File: src/rtl/pgw_pkg.sv
package pgw_pkg;
  localparam int unsigned VA_W    = 32;
  localparam int unsigned ENT_W   = 32;
  localparam int unsigned ERR_W   = 10;
  localparam int unsigned REF_BIT = 5;
  localparam int unsigned MOD_BIT = 6;

  localparam logic [1:0] ET_INVALID = 2'd0;
  localparam logic [1:0] ET_PTR     = 2'd1;
  localparam logic [1:0] ET_LEAF    = 2'd2;
  localparam logic [1:0] ET_RSVD    = 2'd3;

  localparam logic [2:0] FC_INVALID = 3'd1;
  localparam logic [2:0] FC_BADTYPE = 3'd4;

  typedef enum logic [2:0] {
    ST_IDLE, ST_FETCH, ST_WAIT, ST_UPDATE, ST_DONE
  } walk_state_e;
endpackage

File: src/rtl/pgw_addr_gen.sv
module pgw_addr_gen #(
  parameter int unsigned PA_W = 36
) (
  input  logic [1:0]      level,
  input  logic [31:0]     vaddr,
  input  logic [29:0]     ptr_field,
  input  logic [23:0]     ppn_field,
  output logic [PA_W-1:0] next_addr,
  output logic [PA_W-1:0] leaf_paddr
);
  localparam int unsigned PAD_W = PA_W - 32;

  logic [9:0]  idx;
  logic [23:0] offset;

  // index into the table the pointer leads to, chosen by the current level
  always_comb begin
    unique case (level)
      2'd0:    idx = {vaddr[31:24], 2'b00};
      2'd1:    idx = {2'b00, vaddr[23:18], 2'b00};
      default: idx = {2'b00, vaddr[17:12], 2'b00};
    endcase
  end

  // region offset kept from the virtual address, by the level of the leaf
  always_comb begin
    unique case (level)
      2'd1:    offset = vaddr[23:0];
      2'd2:    offset = {6'd0, vaddr[17:0]};
      default: offset = {12'd0, vaddr[11:0]};
    endcase
  end

  assign next_addr  = ({{PAD_W{1'b0}}, ptr_field, 2'b00} << 4) + PA_W'(idx);
  assign leaf_paddr = PA_W'({ppn_field, 12'h000}) + PA_W'(offset);
endmodule

File: src/rtl/pgw_ref_update.sv
module pgw_ref_update
  import pgw_pkg::*;
(
  input  logic [ENT_W-1:0] entry_in,
  input  logic             is_write,
  output logic [ENT_W-1:0] entry_out,
  output logic             changed
);
  logic [ENT_W-1:0] set_mask;

  always_comb begin
    set_mask          = '0;
    set_mask[REF_BIT] = 1'b1;
    set_mask[MOD_BIT] = is_write;
  end

  assign entry_out = entry_in | set_mask;
  assign changed   = (entry_in & set_mask) != set_mask;
endmodule

File: src/rtl/pgwalk_top.sv
module pgwalk_top
  import pgw_pkg::*;
#(
  parameter int unsigned CTX_W = 8,
  parameter int unsigned PA_W  = 36
) (
  input  logic              clk,
  input  logic              rst_n,
  input  logic              cfg_enable,
  input  logic [PA_W-5:0]   cfg_root_ptr,
  input  logic [CTX_W-1:0]  cfg_context,
  input  logic              req_valid,
  output logic              req_ready,
  input  logic [31:0]       req_vaddr,
  input  logic              req_write,
  input  logic              req_fetch,
  input  logic              req_super,
  output logic              rsp_valid,
  output logic              rsp_fault,
  output logic              rsp_bypass,
  output logic [9:0]        rsp_err,
  output logic [PA_W-1:0]   rsp_paddr,
  output logic [31:0]       rsp_entry,
  output logic              rsp_write,
  output logic              rsp_fetch,
  output logic              rsp_super,
  output logic              mem_req_valid,
  input  logic              mem_req_ready,
  output logic              mem_req_write,
  output logic [PA_W-1:0]   mem_req_addr,
  output logic [31:0]       mem_req_wdata,
  input  logic              mem_rsp_valid,
  input  logic [31:0]       mem_rsp_rdata
);
  walk_state_e       state;
  logic [1:0]        level;
  logic [31:0]       va_q;
  logic [PA_W-1:0]   cur_addr;
  logic [PA_W-1:0]   root_slot;
  logic [PA_W-1:0]   next_addr;
  logic [PA_W-1:0]   leaf_paddr;
  logic [31:0]       marked_entry;
  logic              marks_changed;
  logic [1:0]        etype;
  logic              fail_now;
  logic [2:0]        fail_code;

  assign root_slot = PA_W'({cfg_root_ptr, 4'b0000}) + PA_W'({cfg_context, 2'b00});
  assign etype     = mem_rsp_rdata[1:0];

  pgw_addr_gen #(.PA_W(PA_W)) u_addr (
    .level      (level),
    .vaddr      (va_q),
    .ptr_field  (mem_rsp_rdata[31:2]),
    .ppn_field  (mem_rsp_rdata[31:8]),
    .next_addr  (next_addr),
    .leaf_paddr (leaf_paddr)
  );

  pgw_ref_update u_mark (
    .entry_in  (mem_rsp_rdata),
    .is_write  (rsp_write),
    .entry_out (marked_entry),
    .changed   (marks_changed)
  );

  // classify the fetched entry against the level it was found at
  always_comb begin
    fail_now  = 1'b0;
    fail_code = FC_INVALID;
    unique case (etype)
      ET_INVALID: fail_now = 1'b1;
      ET_PTR:     if (level == 2'd3) begin fail_now = 1'b1; fail_code = FC_BADTYPE; end
      ET_LEAF:    if (level == 2'd0) begin fail_now = 1'b1; fail_code = FC_BADTYPE; end
      default:    begin fail_now = 1'b1; fail_code = FC_BADTYPE; end
    endcase
  end

  always_ff @(posedge clk) begin
    if (!rst_n) begin
      state      <= ST_IDLE;
      level      <= '0;
      va_q       <= '0;
      cur_addr   <= '0;
      rsp_fault  <= 1'b0;
      rsp_bypass <= 1'b0;
      rsp_err    <= '0;
      rsp_paddr  <= '0;
      rsp_entry  <= '0;
      rsp_write  <= 1'b0;
      rsp_fetch  <= 1'b0;
      rsp_super  <= 1'b0;
    end else begin
      unique case (state)
        ST_IDLE: if (req_valid) begin
          va_q       <= req_vaddr;
          rsp_write  <= req_write;
          rsp_fetch  <= req_fetch;
          rsp_super  <= req_super;
          rsp_fault  <= 1'b0;
          rsp_err    <= '0;
          rsp_entry  <= '0;
          level      <= 2'd0;
          if (!cfg_enable) begin
            rsp_bypass <= 1'b1;
            rsp_paddr  <= PA_W'(req_vaddr);
            state      <= ST_DONE;
          end else begin
            rsp_bypass <= 1'b0;
            rsp_paddr  <= '0;
            cur_addr   <= root_slot;
            state      <= ST_FETCH;
          end
        end
        ST_FETCH: if (mem_req_ready) state <= ST_WAIT;
        ST_WAIT: if (mem_rsp_valid) begin
          if (fail_now) begin
            rsp_fault <= 1'b1;
            rsp_err   <= {level, 3'b000, fail_code, 2'b00};
            state     <= ST_DONE;
          end else if (etype == ET_PTR) begin
            cur_addr <= next_addr;
            level    <= level + 2'd1;
            state    <= ST_FETCH;
          end else begin
            rsp_entry <= marked_entry;
            rsp_paddr <= leaf_paddr;
            state     <= marks_changed ? ST_UPDATE : ST_DONE;
          end
        end
        ST_UPDATE: if (mem_req_ready) state <= ST_DONE;
        default: state <= ST_IDLE;
      endcase
    end
  end

  assign req_ready     = (state == ST_IDLE);
  assign rsp_valid     = (state == ST_DONE);
  assign mem_req_valid = (state == ST_FETCH) || (state == ST_UPDATE);
  assign mem_req_write = (state == ST_UPDATE);
  assign mem_req_addr  = cur_addr;
  assign mem_req_wdata = rsp_entry;

  a_r10_single_pulse: assert property (@(posedge clk) disable iff (!rst_n)
    rsp_valid |=> !rsp_valid);
  a_r1_busy_no_accept: assert property (@(posedge clk) disable iff (!rst_n)
    (req_valid && req_ready) |=> !req_ready);
  a_r9_bypass_direct: assert property (@(posedge clk) disable iff (!rst_n)
    (req_valid && req_ready && !cfg_enable) |=> (rsp_valid && rsp_bypass && !mem_req_valid));
  a_r11_hold_request: assert property (@(posedge clk) disable iff (!rst_n)
    (mem_req_valid && !mem_req_ready) |=>
      (mem_req_valid && $stable(mem_req_addr) && $stable(mem_req_write) && $stable(mem_req_wdata)));
  a_r5_err_shape: assert property (@(posedge clk) disable iff (!rst_n)
    (rsp_valid && rsp_fault) |->
      ((rsp_err[4:2] == FC_INVALID || rsp_err[4:2] == FC_BADTYPE) && rsp_err[7:5] == 3'b000 && rsp_err[1:0] == 2'b00));
  a_r8_writeback_marked: assert property (@(posedge clk) disable iff (!rst_n)
    (mem_req_valid && mem_req_write) |-> (mem_req_wdata[REF_BIT] && !rsp_fault));
  a_r8_write_sets_mod: assert property (@(posedge clk) disable iff (!rst_n)
    (rsp_valid && !rsp_fault && !rsp_bypass && rsp_write) |-> rsp_entry[MOD_BIT]);
endmodule

File: config.mk
export PLATFORM = sky130hd
export DESIGN_NAME = pgwalk_top
export DESIGN_NICKNAME = d
export VERILOG_FILES = /design/src/rtl/pgw_pkg.sv /design/src/rtl/pgw_addr_gen.sv /design/src/rtl/pgw_ref_update.sv /design/src/rtl/pgwalk_top.sv
export SDC_FILE = /design/constraint.sdc
export NUM_CORES = 1
export LEC_CHECK = 0
export ABC_AREA = 1
export BUFFER_PORTS_ARGS = -buffer_cell sky130_fd_sc_hd__buf_4
export CORE_MARGIN = 2
export CORE_UTILIZATION = 25
export DETAILED_ROUTE_END_ITERATION = 10
export GPL_TIMING_DRIVEN = 0
export SYNTH_ARGS = -nofsm -noshare
export SYNTH_HDL_FRONTEND = slang
export SYNTH_SLANG_ARGS = --single-unit
export TNS_END_PERCENT = 1
File: constraint.sdc
create_clock -name clk -period 6.39 [get_ports clk]
set_input_delay 0.3195 -clock clk [delete_from_list [all_inputs] [get_ports clk]]
set_output_delay 0.3195 -clock clk [all_outputs]
set_load 0.01 [all_outputs]
==> results of run 1 <==
## cell type report
| cell class | instances | share of cell area |
|---|---|---|
| multi-input cells | 1094 | 0.422 |
| flip-flops and latches | 148 | 0.233 |
| repair buffers | 258 | 0.152 |
| well taps | 511 | 0.0503 |
| inverters | 159 | 0.0469 |
| plain buffers | 104 | 0.0467 |
| clock buffers | 18 | 0.0345 |
| clock inverters | 14 | 0.0144 |
## stage by stage
stage | hold WS, ns | power, W
detailed placement | 0.448 | 0.00207
global placement | 0.438 | 0.00206
global route | 0.110 | 0.00329
finish | 0.103 | 0.00314
floorplan | 0.430 | 0.00161
CTS | 0.0910 | 0.00315
## cell usage after synthesis (22+ instances only)
master,number,area [um^2]
buf_4,41,308
a31oi_1,33,206
nor3_1,22,110
nand3_1,121,606
o21ai_0,115,576
nor2_1,143,537
a21oi_1,135,676
nand2_1,392,1470
clkbuf_1,43,161
inv_1,150,563
ha_1,30,375
dfxtp_1,148,2960
## how the worst max path moves through the flow
| stage | start | end | slack (ns) | cells after the start |
|---|---|---|---|---|
| 2_1_floorplan | level[1] | mem_req_addr[32] | 3.60 | 17 |
| 3_5_place_dp | level[1] | mem_req_addr[24] | 2.80 | 17 |
| 5_1_grt | level[1] | mem_req_addr[16] | 2.49 | 16 |
| 6_report | level[1] | mem_req_addr[24] | 2.68 | 17 |
| 3_3_place_gp | level[1] | mem_req_addr[24] | 2.85 | 17 |
| 4_1_cts | level[1] | mem_req_addr[24] | 2.76 | 17 |
## where the power goes
part           leakage (nW)  switching, W  internal, W
Sequential             1.21     0.0000727      0.00104
Combinational          4.53      0.000595     0.000345
Clock                 0.307      0.000477     0.000608
## logic make-up after synthesis
kind of cell / after synthesis / share of synthesized area
fa+ha+maj: 33 / 0.0459
compound gates: 307 / 0.174
mux: 3 / 0.00316
xor+xnor: 15 / 0.0138
flops: 148 / 0.312
other cells: 1 / 0.000395
simple gates: 728 / 0.326
buf+inv: 263 / 0.125
## state kept, by name, indices dropped and copies added, names as in the netlist, 2 cells and up
signal / flops
va_q: 32
rsp_paddr: 36
rsp_err: 4
mem_req_addr: 34
level: 2
mem_req_wdata: 32
state: 3
## layout by cell type (no fill, tap or decap), drive strengths merged
cell type | Yosys | routed
nor3 | 24 | 24
conb | 1 | 8
o21ai | 119 | 119
bufinv | 0 | 2
o21a | 1 | 1
inv | 156 | 165
fa | 3 | 3
o22ai | 1 | 1
mux2i | 3 | 3
dfxtp | 148 | 148
clkinv | 3 | 6
a31oi | 33 | 33
or2 | 8 | 8
a211oi | 1 | 1
clkbuf | 45 | 63
nand3b | 4 | 4
nand3 | 130 | 130
ha | 30 | 30
xor2 | 10 | 10
o211a | 1 | 1
buf | 59 | 317
xnor2 | 5 | 5
and3 | 1 | 1
a21oi | 144 | 144
nand2 | 395 | 395
nor2 | 150 | 150
nand4 | 14 | 14
o21bai | 1 | 1
and2 | 2 | 2
o221ai | 6 | 6
## per-layer routing
layer | GRT usage | up-vias | routed length (um)
met5 | 0 | - | 0
met4 | 0.0779 | 0 | 1320
met3 | 0.0519 | 80 | 3470
met2 | 0.342 | 455 | 19200
met1 | 0.264 | 5008 | 18200
li1 | - | 5420 | -
## critical path: stages, from the launching register on
cell	delay [ns]
dfxtp_1	0.43
inv_1	0.10
ha_1	0.18
clkbuf_1	0.19
or2_2	0.33
clkbuf_1	0.18
o221ai_1	0.23
ha_1	0.32
fa_1	0.31
nand2_1	0.08
nand3_1	0.23
nand2_1	0.16
nor2_1	0.34
nand4_1	0.16
nand3_1	0.16
nand3_1	0.10
nand2_1	0.07
inv_1	0.04
==> run_results.csv, run 1 <==
group,metric,value,unit
logic_synthesis,yosys_register_bits,148,
placed_design,gp_congestion,0.954,
logic_synthesis,async_reset_ff_frac,0,
timing,drv_slew,0,
route,drc_errors,0,
layout,fin_area,12700,um^2
timing,worstMarginPinSlew,0.896,ns
timing,finalSetupTns,0,ns
setup_path,critical_path_required,6.72,ns
grt,grt_pass1_wl,61300,um
logic_synthesis,synth_edf_count,0,
logic_synthesis,syn_avg_cell_area,6.34,um^2
worst_hold_path,min_to,"rsp_fetch",
route,dr.first_iter.drc_count,869,
clock_tree,cts-root-buf,"clkbuf_16",
logic_synthesis,synth_flop_cell,"dfxtp_1",
setup_path,ff2ff_path_depth,17,
setup_path,r2r-end,"mem_req_addr[24]",
layout,seqCellArea,2960,um^2
route,antenna_left,0,
setup_path,endpoint_kind,"flop",
timing,finalWorstSetupSlack,2.68,ns
timing,post-route-period-util,0.581,
floorplanning,ioPinCount,268,
route,vias,11000,
grt,first_global_vias,10300,
layout,diodes,0,
timing,finalSetupViolCount,0,
layout,multi_input_area,5370,um^2
power,peakVddDrop,0.136,mV
route,wl_per_cell,18.3,um
grt,antenna_found_initial,0,
layout,finalNetCount,1928,
logic_synthesis,yosys_warnings,0,
floorplanning,core-area,37600,um^2
logic_synthesis,synthDistinctLibCells,41,
layout,n_fill_cell,4167,
route,via_per_inst,4.75,
route,drt-total-wl,42200,um
layout,drive_above_1_share,0.217,
worst_hold_path,hp-start,"req_fetch",
setup_path,startpoint_type,"flop",
setup_path,arrival,4.04,ns
timing,max-slew-margin-rel,0.403,
setup_path,criticalPathCategory,"flop to flop",
setup_path,cp_max_fo,8,
clock_tree,clock_sink_count,148,
logic_synthesis,synth_area,9500,um^2
setup_path,reg2reg_from,"level[1]",
placed_design,port-buffer-count,258,
layout,final_core_util,0.338,
grt,grtUsageTotal,0.209,
floorplanning,dieWidth,199,um
logic_synthesis,synthCells,1498,
clock_tree,postCtsSetupBuffers,0,
setup_path,worst-r2r-setup-slack,2.68,ns
clock_tree,clockBufferDepth,2,
timing,rsz0062_at_grt,"false",
clock_tree,path_clk_slew,0.07,ns
timing,skew,0.0173,ns
timing,period_needed,3.71,ns
flow_run,cap_violations,0,
worst_hold_path,hp-class,"input port to flop",
worst_hold_path,hold_depth,3,
clock_tree,htreeDepth,4,
layout,syn_to_final_growth,34.0,%
timing,clock.fmax,269,MHz
timing,hold_viol_final,0,
outcome,status,"complete, no violations",
clock_tree,cts_tree,"done",
placed_design,place_area,12100,um^2
placed_design,pre_cts_ws,2.80,ns
grt,grt_overflow_total,0,
logic_synthesis,yosysSeqAreaShare,0.312,
floorplanning,dieArea,39600,um^2
floorplanning,die_h,199,um
floorplanning,start_util,0.253,
power,power.leakage,6.05,nW
floorplanning,rows,71,
grt,grt_max_degree,17,
clock_tree,cts_hold_buf,0,
power,power_density,247,nW/um^2
placed_design,dp.cells,2274,
clock_tree,cts_resized,0,
clock_tree,numCtsBuffers,17,
placed_design,post-dp-hpwl,34300,um
clock_tree,clk_latency,0.44,ns
route,firstDrtPassIters,6,
layout,stdcell_count,2306,
No activity file was read; power rests on OpenSTA's default activity.
==> inputs of run 2 (changes only) <==
==> constraint.sdc (replaced) <==
create_clock -name clk -period 3.1 [get_ports clk]
set_input_delay 0.155 -clock clk [delete_from_list [all_inputs] [get_ports clk]]
set_output_delay 0.155 -clock clk [all_outputs]
set_load 0.01 [all_outputs]
==> run 2 against run 1 <==
Effect of this change: via count increased by 1.1%; first-iteration DRC count grew 0.69%; worst setup slack got worse by 2.5 ns; final cell count grew 0.82%; critical path type unchanged.
==> run_results.csv, run 2 (synthesized netlist as in run 1, its figures left out) <==
group,metric,value,unit
outcome,status,"complete, no violations",
floorplanning,start_util,0.253,
clock_tree,htreeDepth,4,
clock_tree,cts_tree,"done",
layout,syn_to_final_growth,36.6,%
timing,drv_slew,0,
setup_path,cp_max_fo,7,
timing,max-slew-margin-rel,0.392,
layout,drive_above_1_share,0.224,
timing,whs,0.0103,ns
clock_tree,clk_latency,0.44,ns
layout,fin_area,13000,um^2
power,design_power_total,0.00650,W
route,wl_per_cell,18.2,um
clock_tree,clockBufferDepth,2,
power,power_density,501,nW/um^2
layout,most-common-layout-cells,"389 x nand2_1, 299 x buf_4, 148 x inv_1, 146 x dfxtp_1, 141 x nor2_1",
timing,worstMarginPinSlew,0.911,ns
setup_path,max_stage_delay,0.38,ns
setup_path,arrival,3.30,ns
clock_tree,cts-root-buf,"clkbuf_16",
floorplanning,ioPinCount,268,
timing,skew,0.0166,ns
route,firstDrtPassIters,5,
grt,first_global_vias,10300,
route,vias,11100,
grt,grtUsageTotal,0.209,
clock_tree,path_clk_slew,0.08,ns
grt,grt_overflow_total,0,
timing,period_needed,2.94,ns
placed_design,port-buffer-count,258,
timing,clock.fmax,340,MHz
layout,diodes,0,
floorplanning,rows,71,
placed_design,gp_congestion,0.954,
floorplanning,core-area,37600,um^2
power,power.leakage,6.13,nW
clock_tree,clock_sink_count,148,
layout,layout_commonest_cell,"nand2_1",
route,drc_errors,0,
timing,rsz0062_at_grt,"false",
route,dr.first_iter.drc_count,875,
floorplanning,dieWidth,199,um
grt,grt_max_degree,17,
placed_design,dp.cells,2274,
layout,multi_input_area,5420,um^2
placed_design,post-dp-hpwl,34300,um
timing,hold_viol_final,0,
route,antenna_left,0,
setup_path,crit_chain,"inv_1 > ha_1 > inv_1 > nor3_1 > ha_1 > inv_1 > fa_1 > inv_1 > nand3_1 > nand2_2 > nand2_1 > nand2_1 > nand3_2 > nand2_2 > nand2_1 > nand2_1 > nand3_1 > a21oi_1",
clock_tree,postCtsSetupBuffers,0,
layout,seqCellArea,2970,um^2
setup_path,cpMaxStageDelayCell,"dfxtp_4",
route,via_per_inst,4.77,
floorplanning,die_h,199,um
setup_path,critical_path_required,3.46,ns
layout,finalNetCount,1947,
worst_hold_path,hp-class,"input port to flop",
timing,finalSetupTns,0,ns
grt,antenna_found_initial,0,
floorplanning,dieArea,39600,um^2
setup_path,endpoint_kind,"flop",
route,drt-total-wl,42400,um
layout,n_fill_cell,4158,
timing,finalSetupViolCount,0,
timing,post-route-period-util,0.949,
clock_tree,numCtsBuffers,17,
setup_path,startpoint_type,"flop",
power,peakVddDrop,0.283,mV
layout,top_register,"rsp_paddr",
layout,stdcell_count,2325,
grt,grt_pass1_wl,61600,um
setup_path,criticalPathCategory,"flop to flop",
flow_run,cap_violations,0,
placed_design,place_area,12100,um^2
layout,largest_register_ffs,36,
## run 2: final timing paths
kind / startpoint / to / depth (start not counted) / slack [ns]
setup reg to reg: level[0] / rsp_paddr[30] / 18 / 0.16
hold / removal: req_vaddr[12] / va_q[12] / 3 / 0.01
hold reg to reg: va_q[2] / va_q[2] / 2 / 0.45
setup / recovery: level[0] / rsp_paddr[30] / 18 / 0.16
## run 2: per-layer routing
layer	up-vias	part of all wire	GRT usage
met5	-	0	0
met4	0	0.028	0.0779
met3	70	0.084	0.0507
met2	464	0.46	0.343
met1	5084	0.43	0.266
li1	5470	-	-
## run 2: power by group
group | total, W | switching, W | internal (W)
sequential | 0.00229 | 0.000151 | 0.00214
combinational | 0.00197 | 0.00124 | 0.000734
clock | 0.00223 | 0.000981 | 0.00125
total | 0.00650 | 0.00237 | 0.00413
## run 2: layout make-up
type                    count  share of cell area
plain buffers             102              0.0452
inverters                 159              0.0460
multi-input cells        1094               0.417
repair buffers            279               0.165
flip-flops and latches    148               0.229
clock buffers              18              0.0338
well taps                 511              0.0493
clock inverters            14              0.0141
## run 2: critical path: cells and delay by family, from the launching register on
kind	cells	cell delay, ns
buffers and inverters	4	0.35
AO/OA/AOI/OAI	1	0.17
AND/OR/NAND/NOR	10	1.12
adder cells (fa/ha/maj)	3	0.84
flip-flops	1	0.38
## run 2: stage by stage
step	util	worst slack, ns
6_report	0.345	0.157
5_1_grt	0.345	0.00987
4_1_cts	0.345	0.0266
3_5_place_dp	0.322	-0.488
3_3_place_gp	0.322	-0.442
2_1_floorplan	-	0.310
## run 2: what timing repair did
| action | 4_1_cts | 5_1_grt |
|---|---|---|
| endpoints found under the hold margin | 21 | 0 |
| pin swaps | 1 | 0 |
| hold buffers | 21 | 0 |
| gates resized for setup | 7 | 12 |
| endpoints found under the setup margin | 22 | 20 |
==> inputs of run 3 (changes only) <==
--- a/config.mk
+++ b/config.mk
@@ -11,6 +11,7 @@
 export CORE_UTILIZATION = 25
 export DETAILED_ROUTE_END_ITERATION = 10
 export GPL_TIMING_DRIVEN = 0
+export SETUP_SLACK_MARGIN = 0.4
 export SYNTH_ARGS = -nofsm -noshare
 export SYNTH_HDL_FRONTEND = slang
 export SYNTH_SLANG_ARGS = --single-unit
==> run 3 against run 2 <==
Effect of this change: first-iteration DRC count rose by 1.3%; combinational power is 7% higher; clock skew is 0.0012 ns lower; sequential power about the same; hold slack improved by 0.0053 ns; die area unchanged; fmax grew 11%; design area increased by 3.2%; flip-flop and latch count is the same; wire length grew 2.0%; clock-buffer cell count down 1; final cell count increased by 0.90%; critical path type unchanged; critical endpoint is now mem_req_addr[19]; highest routed layer unchanged.
==> run_results.csv, run 3 (synthesized netlist as in run 1, its figures left out) <==
group,metric,value,unit
power,p_sw,0.00251,W
layout,finalNetCount,1967,
clock_tree,clk_latency,0.45,ns
layout,layout_commonest_cell,"nand2_1",
floorplanning,rows,71,
clock_tree,path_clk_slew,0.07,ns
layout,fin_area,13400,um^2
power,power_density,490,nW/um^2
setup_path,critical_path_required,3.47,ns
route,antenna_left,0,
timing,skew,0.0154,ns
flow_run,cap_violations,0,
power,pwr-share-seq,0.349,
grt,grt_max_degree,20,
clock_tree,clockBufferDepth,2,
layout,most-common-layout-cells,"378 x nand2_1, 309 x buf_4, 146 x dfxtp_1, 143 x inv_1, 139 x nor2_1",
setup_path,criticalPathCategory,"flop to flop",
route,vias,11200,
timing,rsz0062_at_grt,"true",
power,p_sw_frac,0.383,
grt,grt_pass1_wl,63300,um
grt,first_global_vias,10500,
clock_tree,cts-root-buf,"clkbuf_16",
floorplanning,start_util,0.253,
power,peakVddDrop,0.269,mV
placed_design,gp_congestion,0.954,
route,firstDrtPassIters,7,
timing,post-route-period-util,0.854,
grt,antenna_found_initial,1,
timing,clock.fmax,378,MHz
setup_path,endpoint_kind,"flop",
clock_tree,clock_sink_count,148,
placed_design,post-dp-hpwl,34900,um
timing,worstMarginPinSlew,0.888,ns
route,dr.first_iter.drc_count,886,
worst_hold_path,hp-class,"input port to flop",
grt,grt_overflow_total,0,
grt,grtUsageTotal,0.214,
floorplanning,dieArea,39600,um^2
route,drc_errors,0,
power,design_power_total,0.00656,W
outcome,status,"complete, no violations",
clock_tree,numCtsBuffers,17,
floorplanning,core-area,37600,um^2
route,drt-total-wl,43200,um
clock_tree,cts_tree,"done",
power,p_clk_frac,0.330,
timing,period_needed,2.65,ns
layout,largest_register_ffs,36,
layout,syn_to_final_growth,41.0,%
clock_tree,htreeDepth,4,
timing,hold_viol_final,0,
power,power.leakage,6.27,nW
route,wl_per_cell,18.4,um
route,via_per_inst,4.76,
floorplanning,ioPinCount,268,
timing,drv_slew,0,
placed_design,place_area,12100,um^2
setup_path,cp_max_fo,6,
layout,top_register,"rsp_paddr",
setup_path,arrival,3.02,ns
layout,drive_above_1_share,0.249,
floorplanning,dieWidth,199,um
setup_path,startpoint_type,"flop",
timing,finalSetupViolCount,0,
placed_design,port-buffer-count,258,
power,internal_power,0.00404,W
floorplanning,die_h,199,um
timing,max-slew-margin-rel,0.408,
power,pwr-share-comb,0.321,
run 3: path summary, 6_finish.rpt:
| check | from | to | slack (ns) | depth (start not counted) |
|---|---|---|---|---|
| setup reg to reg | level[1] | mem_req_addr[19] | 0.45 | 16 |
| setup / recovery | level[1] | mem_req_addr[19] | 0.45 | 16 |
| hold / removal | req_vaddr[17] | va_q[17] | 0.02 | 3 |
| hold reg to reg | va_q[0] | va_q[0] | 0.46 | 2 |
run 3: stage by stage:
stage / utilization / setup slack, ns / instances / hold WS, ns / setup TNS, ns
after floorplan: - / 0.412 / 1505 / 0.290 / 0
after global placement: 0.322 / -0.374 / 2274 / 0.380 / -3.73
after detailed placement: 0.322 / -0.444 / 2274 / 0.399 / -4.53
after CTS: 0.351 / 0.347 / 2341 / 0.00287 / 0
after global routing: 0.356 / 0.352 / 2346 / 0.0298 / 0
final: 0.356 / 0.452 / 2346 / 0.0156 / 0
run 3: critical path: stages, from the launching register on:
cell and delay (ns):
dfxtp_4 0.35, inv_2 0.05, ha_2 0.16, clkbuf_8 0.15
or2_4 0.25, buf_8 0.13, o221ai_4 0.21, ha_4 0.18
nand2_1 0.08, nor2_4 0.17, nand2_2 0.10, nand2_4 0.11
nand2_1 0.07, or2_2 0.27, nand3_1 0.11, nand2_1 0.07
a21oi_1 0.11
run 3: power groups by stage:
stage               registers (W)  logic [W]  clock network [W]
floorplan                 0.00237   0.000946                  0
global placement          0.00233    0.00193                  0
detailed placement        0.00233    0.00194                  0
CTS                       0.00229    0.00204            0.00220
global route              0.00231    0.00230            0.00227
finish                    0.00229    0.00211            0.00216
run 3: timing repair:
item | 4_1_cts | 5_1_grt
resized for setup | 35 | 41
hold buffers | 27 | 0
hold endpoints to repair | 32 | 0
endpoints found under the setup margin | 43 | 43
setup buffers | 8 | 4
pin swaps | 11 | 19
run 3: final cells by class:
cell class | count | area (um^2)
fill | 4090 | 24200
clock buffer | 17 | 425
timing repair buffer | 297 | 2300
multi-input combinational | 1094 | 5620
sequential | 148 | 2970
clock inverter | 15 | 206
buffer | 104 | 616
tap | 511 | 639
antenna | 1 | 2.50
inverter | 159 | 599
run 3: layer usage:
| layer | part of all wire | up-vias | GRT usage | wire length (um) |
|---|---|---|---|---|
| met5 | 0 | - | 0 | 0 |
| met4 | 0.023 | 0 | 0.0677 | 996 |
| met3 | 0.069 | 54 | 0.0454 | 2990 |
| met2 | 0.46 | 420 | 0.357 | 20000 |
| met1 | 0.44 | 5176 | 0.275 | 19200 |
| li1 | - | 5507 | - | - |
